<file path="config.mk">
export PLATFORM = sky130hd
export DESIGN_NAME = dma_chan_ctl
export DESIGN_NICKNAME = d
export VERILOG_FILES = /design/src/rtl/dmac_pkg.sv /design/src/rtl/dmac_cfg_regs.sv /design/src/rtl/dmac_buf_sel.sv /design/src/rtl/dmac_burst_map.sv /design/src/rtl/dma_chan_ctl.sv
export SDC_FILE = /design/constraint.sdc
export NUM_CORES = 1
export LEC_CHECK = 0
export ABC_AREA = 1
export BUFFER_PORTS_ARGS = -buffer_cell sky130_fd_sc_hd__buf_2
export CAP_MARGIN = 20
export CORE_AREA = 2 2 87 89
export CTS_CLUSTER_DIAMETER = 150
export DETAILED_ROUTE_END_ITERATION = 8
export DIE_AREA = 0 0 89 91
export GPL_TIMING_DRIVEN = 1
export PLACE_DENSITY = 0.84
export SLEW_MARGIN = 20
export SYNTH_ARGS = -nofsm -noshare
export SYNTH_HDL_FRONTEND = slang
export SYNTH_SLANG_ARGS = --single-unit
</file>
<file path="constraint.sdc">
create_clock -name clk -period 8.6 [get_ports clk]
set_clock_uncertainty 0.2 [all_clocks]
set_input_delay 0.43 -clock clk [delete_from_list [all_inputs] [get_ports clk]]
set_output_delay 0.43 -clock clk [all_outputs]
set_load 0.02 [all_outputs]
</file>
<file path="src/rtl/dmac_pkg.sv">
package dmac_pkg;
    localparam int REG_W      = 32;
    localparam int RA_W       = 2;
    localparam int BEAT_W     = 5;
    localparam int NUM_BUF    = 2;

    localparam logic [RA_W-1:0] CTRL_ADDR  = 2'd0;
    localparam logic [RA_W-1:0] BASE0_ADDR = 2'd1;
    localparam logic [RA_W-1:0] BASE1_ADDR = 2'd2;

    localparam int REQ_LSB  = 25;
    localparam int MB_LSB   = 23;
    localparam int PB_LSB   = 21;
    localparam int RSV_BIT  = 20;
    localparam int BUF_BIT  = 19;
    localparam int SW_BIT   = 18;
    localparam int PRI_LSB  = 16;

    typedef enum logic [1:0] {
        BURST_SINGLE = 2'b00,
        BURST_INC4   = 2'b01,
        BURST_INC8   = 2'b10,
        BURST_INC16  = 2'b11
    } burst_e;

    typedef struct packed {
        logic [2:0] req_sel;
        burst_e     mem_burst;
        burst_e     per_burst;
        logic       sw_en;
        logic [1:0] prio;
    } ctrl_t;

    function automatic logic [BEAT_W-1:0] burst_beats(burst_e b);
        logic [2:0] sh;
        sh = (b == BURST_SINGLE) ? 3'd0 : {1'b0, b} + 3'd1;
        return BEAT_W'(1) << sh;
    endfunction

    function automatic logic [REG_W-1:0] pack_ctrl(ctrl_t c, logic buf_sel);
        logic [REG_W-1:0] r;
        r = '0;
        r[REQ_LSB +: 3] = c.req_sel;
        r[MB_LSB  +: 2] = c.mem_burst;
        r[PB_LSB  +: 2] = c.per_burst;
        r[BUF_BIT]      = buf_sel;
        r[SW_BIT]       = c.sw_en;
        r[PRI_LSB +: 2] = c.prio;
        return r;
    endfunction
endpackage

</file>
<file path="src/rtl/dmac_cfg_regs.sv">
module dmac_cfg_regs
    import dmac_pkg::*;
(
    input  logic             clk,
    input  logic             rst,
    input  logic             wr_ctrl,
    input  logic [REG_W-1:0] wr_data,
    input  logic             chan_en,
    input  logic             fifo_mode,
    output ctrl_t            ctrl_eff
);
    ctrl_t ctrl_q;
    logic  burst_lock;

    assign burst_lock = chan_en && !fifo_mode;

    always_ff @(posedge clk) begin
        if (rst) begin
            ctrl_q <= '0;
        end else begin
            if (wr_ctrl) begin
                ctrl_q.prio <= wr_data[PRI_LSB +: 2];
                if (!chan_en) begin
                    ctrl_q.req_sel   <= wr_data[REQ_LSB +: 3];
                    ctrl_q.mem_burst <= burst_e'(wr_data[MB_LSB +: 2]);
                    ctrl_q.per_burst <= burst_e'(wr_data[PB_LSB +: 2]);
                    ctrl_q.sw_en     <= wr_data[SW_BIT];
                end
            end
            if (burst_lock) begin
                ctrl_q.mem_burst <= BURST_SINGLE;
                ctrl_q.per_burst <= BURST_SINGLE;
            end
        end
    end

    always_comb begin
        ctrl_eff = ctrl_q;
        if (burst_lock) begin
            ctrl_eff.mem_burst = BURST_SINGLE;
            ctrl_eff.per_burst = BURST_SINGLE;
        end
    end

    AST_CFG_FROZEN: assert property (@(posedge clk) disable iff (rst)
        chan_en |=> ($stable(ctrl_q.req_sel) && $stable(ctrl_q.sw_en)));

    AST_BURST_CLEARED: assert property (@(posedge clk) disable iff (rst)
        (chan_en && !fifo_mode) |=> (ctrl_q.mem_burst == BURST_SINGLE && ctrl_q.per_burst == BURST_SINGLE));
endmodule

</file>
<file path="src/rtl/dmac_buf_sel.sv">
module dmac_buf_sel (
    input  logic clk,
    input  logic rst,
    input  logic chan_en,
    input  logic sw_en,
    input  logic xfer_done,
    input  logic wr_ctrl,
    input  logic wr_buf,
    output logic buf_q
);
    logic hw_flip;

    assign hw_flip = chan_en && sw_en && xfer_done;

    always_ff @(posedge clk) begin
        if (rst)                      buf_q <= 1'b0;
        else if (hw_flip)             buf_q <= ~buf_q;
        else if (wr_ctrl && !chan_en) buf_q <= wr_buf;
    end

    AST_BUF_FLIPS: assert property (@(posedge clk) disable iff (rst)
        (chan_en && sw_en && xfer_done) |=> (buf_q != $past(buf_q)));

    AST_BUF_HELD: assert property (@(posedge clk) disable iff (rst)
        (chan_en && !(sw_en && xfer_done)) |=> $stable(buf_q));
endmodule

</file>
<file path="src/rtl/dmac_burst_map.sv">
module dmac_burst_map
    import dmac_pkg::*;
(
    input  burst_e              burst,
    output logic [BEAT_W-1:0]   beats
);
    assign beats = burst_beats(burst);
endmodule

</file>
<file path="src/rtl/dma_chan_ctl.sv">
module dma_chan_ctl
    import dmac_pkg::*;
#(
    parameter int ADDR_W = 32
) (
    input  logic               clk,
    input  logic               rst,
    input  logic               wr_en,
    input  logic [RA_W-1:0]    wr_addr,
    input  logic [REG_W-1:0]   wr_data,
    input  logic [RA_W-1:0]    rd_addr,
    output logic [REG_W-1:0]   rd_data,
    input  logic               chan_en,
    input  logic               fifo_mode,
    input  logic               xfer_done,
    output logic [ADDR_W-1:0]  active_base,
    output logic               cur_buf,
    output logic [BEAT_W-1:0]  mem_beats,
    output logic [BEAT_W-1:0]  per_beats,
    output logic [2:0]         req_sel,
    output logic [1:0]         prio
);
    ctrl_t             ctrl;
    logic              wr_ctrl;
    logic [ADDR_W-1:0] base_q [NUM_BUF];

    assign wr_ctrl = wr_en && (wr_addr == CTRL_ADDR);

    dmac_cfg_regs u_cfg (
        .clk       (clk),
        .rst       (rst),
        .wr_ctrl   (wr_ctrl),
        .wr_data   (wr_data),
        .chan_en   (chan_en),
        .fifo_mode (fifo_mode),
        .ctrl_eff  (ctrl)
    );

    dmac_buf_sel u_buf (
        .clk       (clk),
        .rst       (rst),
        .chan_en   (chan_en),
        .sw_en     (ctrl.sw_en),
        .xfer_done (xfer_done),
        .wr_ctrl   (wr_ctrl),
        .wr_buf    (wr_data[BUF_BIT]),
        .buf_q     (cur_buf)
    );

    dmac_burst_map u_mem_map (.burst(ctrl.mem_burst), .beats(mem_beats));
    dmac_burst_map u_per_map (.burst(ctrl.per_burst), .beats(per_beats));

    for (genvar g = 0; g < NUM_BUF; g++) begin : g_base
        localparam logic [RA_W-1:0] MY_ADDR = BASE0_ADDR + RA_W'(g);
        always_ff @(posedge clk) begin
            if (rst)                               base_q[g] <= '0;
            else if (wr_en && wr_addr == MY_ADDR)  base_q[g] <= wr_data[ADDR_W-1:0];
        end
    end

    assign active_base = base_q[cur_buf];
    assign req_sel     = ctrl.req_sel;
    assign prio        = ctrl.prio;

    always_comb begin
        unique case (rd_addr)
            CTRL_ADDR:  rd_data = pack_ctrl(ctrl, cur_buf);
            BASE0_ADDR: rd_data = REG_W'(base_q[0]);
            BASE1_ADDR: rd_data = REG_W'(base_q[1]);
            default:    rd_data = '0;
        endcase
    end

    AST_LOCK_SINGLE: assert property (@(posedge clk) disable iff (rst)
        (chan_en && !fifo_mode) |-> (mem_beats == BEAT_W'(1) && per_beats == BEAT_W'(1)));

    AST_RSVD_ZERO: assert property (@(posedge clk) disable iff (rst)
        (rd_addr == CTRL_ADDR) |-> !rd_data[RSV_BIT]);

    AST_BASE_FOLLOWS: assert property (@(posedge clk) disable iff (rst)
        (chan_en && ctrl.sw_en && xfer_done) |=> (active_base == base_q[~$past(cur_buf)]));
endmodule

</file>
======== Word level (Yosys, flattened, before mapping) ========
Memories as Yosys holds them, arrays and structs flattened. A register that Yosys moved wholly into a read port is not among the register bits.
Cells that the tools add are included.
word-level totals
  register bits after elaboration ......... 11
  latch bits .............................. 0
  RAM bits ................................ 64
  memory bits (read-only) ................. 0
  bits of input ports ..................... 42
  memories ................................ 1
cells by class
  $add $sub $neg .......................... 2
  multipliers ............................. 0
  divide/modulo/power cells ............... 0
  $lt $le $gt $ge ......................... 0
  eq/ne operators ......................... 4
  shifts and indexed selects .............. 2
  multiplexer cells ....................... 18
  bitwise operators ....................... 4
  reductions and logical operators ........ 16
memories
  name    words  bits a word  read ports  clocked after memory_dff  wr ports  line                source
  base_q  2      32           3           1                         2         dma_chan_ctl.sv:25  logic [ADDR_W-1:0] base_q [NUM_BUF];
operator list
  operator               number
  $pmux W32 S3           1
  $mux W32               2
  $mux W1                12
  $shl A1 B3 Y5 const A  2
  $logic_not A2 Y1       4
  $logic_and A1 B1 Y1    7
  $add A2 B1 Y3 const B  2
  $mux W3                2
  $eq A2 B1 Y1 const B   2
  $eq A2 B2 Y1 const B   2
  $mux W4                1
  $logic_not A1 Y1       2
  $not A1 Y1             2
  $or A1 B1 Y1           2
  $reduce_and A2 Y1      1
  $reduce_bool A2 Y1     1
  $reduce_or A2 Y1       1

======== Longest topological paths before layout ========
  word-level depth ........................ 7
  depth in mapped cells ................... 8
  mapped depth without buffers ............ 8

======== Modules after synthesis ========
Synthesis repeated with hierarchy kept, for this count alone.
second synthesis, totals
  cells, all modules ...................... 479
  area total of the unflattened synthesis .. 4,164.0 µm²
by module, submodules not included
  module          instances  cells each  area each (µm²)
  dma_chan_ctl    1          379         3,428.3
  dmac_cfg_regs   1          68          478.0
  dmac_burst_map  2          11          96.3
  dmac_buf_sel    1          10          65.1

======== Worst setup path after synthesis ========
OpenSTA, ideal clock, no wires.
  path type ............................... input-to-reg
  start point ............................. input wr_addr[0]
  end point ............................... memory base_q[0][0], enable pin
  library setup time ...................... 0.470 ns
  data arrival time ....................... 2.917 ns
  data required time ...................... 7.930 ns
  setup slack ............................. 5.013 ns
  stages .................................. 2
  buffers on the path ..................... 0
  cells stage by stage .................... inv_1 -> o31ai_1
RTL lines
  item             line                source
  start, declared  dma_chan_ctl.sv:9   input logic [RA_W-1:0] wr_addr,
  end, declared    dma_chan_ctl.sv:25

======== Worst setup path in the final report ========
  start point ............................. input rd_addr[1]
  end point ............................... output rd_data[10]
on the way
  word-level cells in the longest chain between the ends .. 2
  elaborated cells between the ends (all ways) .. 4
  those cells by class .................... eq/ne: 2; mux: 1; reduce/logical: 1
ends and longest elaborated chain
  item                                        line                source
  start, declared                             dma_chan_ctl.sv:11  input logic [RA_W-1:0] rd_addr,
  $eq A2 B2 Y1, or another cell as far along  dma_chan_ctl.sv:66  unique case (rd_addr)
  $pmux W32 S3 *                              dma_chan_ctl.sv:66
  end, declared                               dma_chan_ctl.sv:12  output logic [REG_W-1:0] rd_data,
Every way passes the cells marked *; elsewhere a longest branch is shown, timed or not.

==> flow_summary.ini <==
[run_status]
outcome = completed

[critical_path]
cp.arrival_ps = 2370
cp_max_fo = 34
endpoint_kind = primary output
criticalPathCategory = input pin to primary output
crit_path_start_kind = input pin
cp_data_required_time_ps = 7970

[pwr]
peakVddDrop_mv = 0.1085
pwr_density_cell_mw_per_mm2 = 172.9
p_leak_nw = 2.159

[detailed_routing]
drc = 0
wl_um = 9533
drtAntennaViolNets = 0
via_count = 3482
drtIter0Drc = 173
wl_per_cell_um = 14.53
dr.pass1.iters = 5
via_per_inst = 5.308

[sta]
rsz0062_at_grt = no
hold_viol_final = 0
period_needed_ps = 2998
slew_headroom_pct = 30.22
setup_tns_ps = 0
setup_ws_ps = 5602
fin_crit_sh_pct = 34.86
max_freq_ghz = 0.3336
slew_viol_final = 0
tightest_slew_ps = 1044
holdWs_ps = 85.31
finalSetupViolations = 0

[cts]
hold_buffers = 0
clk_path_buf_depth = 2
numCtsBuffers = 9
post_cts_resized = 0
clk_pin_slew_ps = 70
post_cts_buffers = 0
cts_tree = built
root_buffer = clkbuf_8
clock-sinks = 76
htreeDepth = 3
clock_latency_ps = 330

[finish]
nets = 596
utilization_pct = 64.80
antennaDiodeCount = 0
final_layout_size_suffix_gt1_share_pct = 26.21
final_common_cell = buf_2
area.growth.synth_to_final_pct = 20.78
layout_common_cells = 121 x buf_2, 82 x inv_1, 74 x nor2_1

[place]
dpl.hpwl_um = 6424
post-place-ws_ps = 5631
place.gp.congestion = 0.8853
io_buffer_count = 121

[synth]
synth_area_leaders = edfxtp_1 50%, inv_1 8.0%, o21ai_0 7.8%, nor2_1 7.3%, dfxtp_1 6.3%
yosysTopAreaCell = edfxtp_1
yosys_register_bits = 76
ys_types = 20
synth_top_area_share_pct = 50.20
synthCells = 446
synthesis.nets = 490
synth_area_mm2 = 0.003829
syn_avg_cell_area_um2 = 8.584
yosysSeqAreaShare_pct = 56.47
yosys_warnings = 0

[floorplanning]
die_area_mm2 = 0.008099
core_area_mm2 = 0.007137
dieWidth_um = 89
start_util_pct = 53.65
top_level_ports = 122
die_h_um = 91
rows = 31

[global_route]
grt_pass1_vias = 3379
grt_pass1_wl_um = 15110
grt_use_total_pct = 24.34
grt-ovfl-total = 0
antenna_found_initial = 0
grt_max_degree = 65

[run]
cap_violations = 0

[hold_path]
hold_class = input pin to flip-flop
[layer usage]
metal	global-route usage, %	up-vias	part of all wire (%)
li1	-	1662	-
met1	29.42	1607	38
met2	40.73	175	52
met3	3.727	38	5.9
met4	13.68	0	3.9
met5	0	-	0
[worst max-delay path, cell delays in order]
cell	delay (ps)
buf_2	530
inv_1	100
nand2_1	790
o21ai_0	280
buf_2	230
[cells in the mapped netlist]
library cell and instances:
nand3_2 1, o221ai_1 5, dfxtp_1 12, nand4_1 3, nor2_2 1, inv_1 82
clkbuf_1 11, edfxtp_1 64, inv_2 1, nand3_1 39, nor3_4 1, nand2_1 52
o211ai_1 6, ha_1 2, o21ai_0 60, nor2_1 74, buf_4 6, o31ai_1 2
buf_2 13, a21oi_1 11
[final timing paths]
kind / start / endpoint / slack (ps) / cells past startpoint
hold reg to reg: u_cfg.ctrl_q[3]$_SDFFE_PP0P_ / u_cfg.ctrl_q[3]$_SDFFE_PP0P_ / 280 / 2
setup reg to reg: u_cfg.ctrl_eff[2]$_SDFFE_PP0P_ / flip-flop / 7520 / 4
setup / recovery: rd_addr[1] / rd_data[10] / 5600 / 5
hold / removal: rst / flip-flop / 90 / 2
[kinds of logic (layout without fill, tap and decap cells)]
| kind of cell | count (synthesis) | after routing | synth area share (%) |
|---|---|---|---|
| compound gates | 84 | 84 | 11.99 |
| buf+inv | 113 | 224 | 12.09 |
| flops | 76 | 76 | 56.47 |
| simple gates | 171 | 171 | 18.79 |
| fa+ha+maj | 2 | 2 | 0.6535 |
[power breakdown]
part	switching, mW	internal (mW)	total (mW)	leakage, nW
Sequential	0.0122	0.424	0.437	0.728
Combinational	0.0950	0.0407	0.136	1.35
Clock	0.126	0.102	0.227	0.0832
[stage by stage]
stage	instances	instance area (µm²)	power, mW
after global placement	640	4466	0.5748
after global routing	656	4624	0.8301
after floorplan	446	3829	0.5266
after detailed placement	640	4466	0.5795
after CTS	656	4624	0.7998
final	656	4624	0.7996
[registers in the layout (all words and copies together) (netlist names), named ones only]
name,cells
base_q,64
u_cfg.ctrl_eff,6
u_cfg.ctrl_q,4
u_buf.buf_q,1
[layout make-up]
| type | instances | area (µm²) |
|---|---|---|
| multi-input cells | 257 | 1231 |
| fillers | 637 | 2512 |
| repair buffers | 125 | 635.6 |
| inverters | 83 | 311.5 |
| clock buffers | 10 | 127.6 |
| flip-flops and latches | 76 | 2163 |
| well taps | 99 | 123.9 |
| clock inverters | 6 | 31.28 |
No activity file was read; power rests on OpenSTA's default activity.
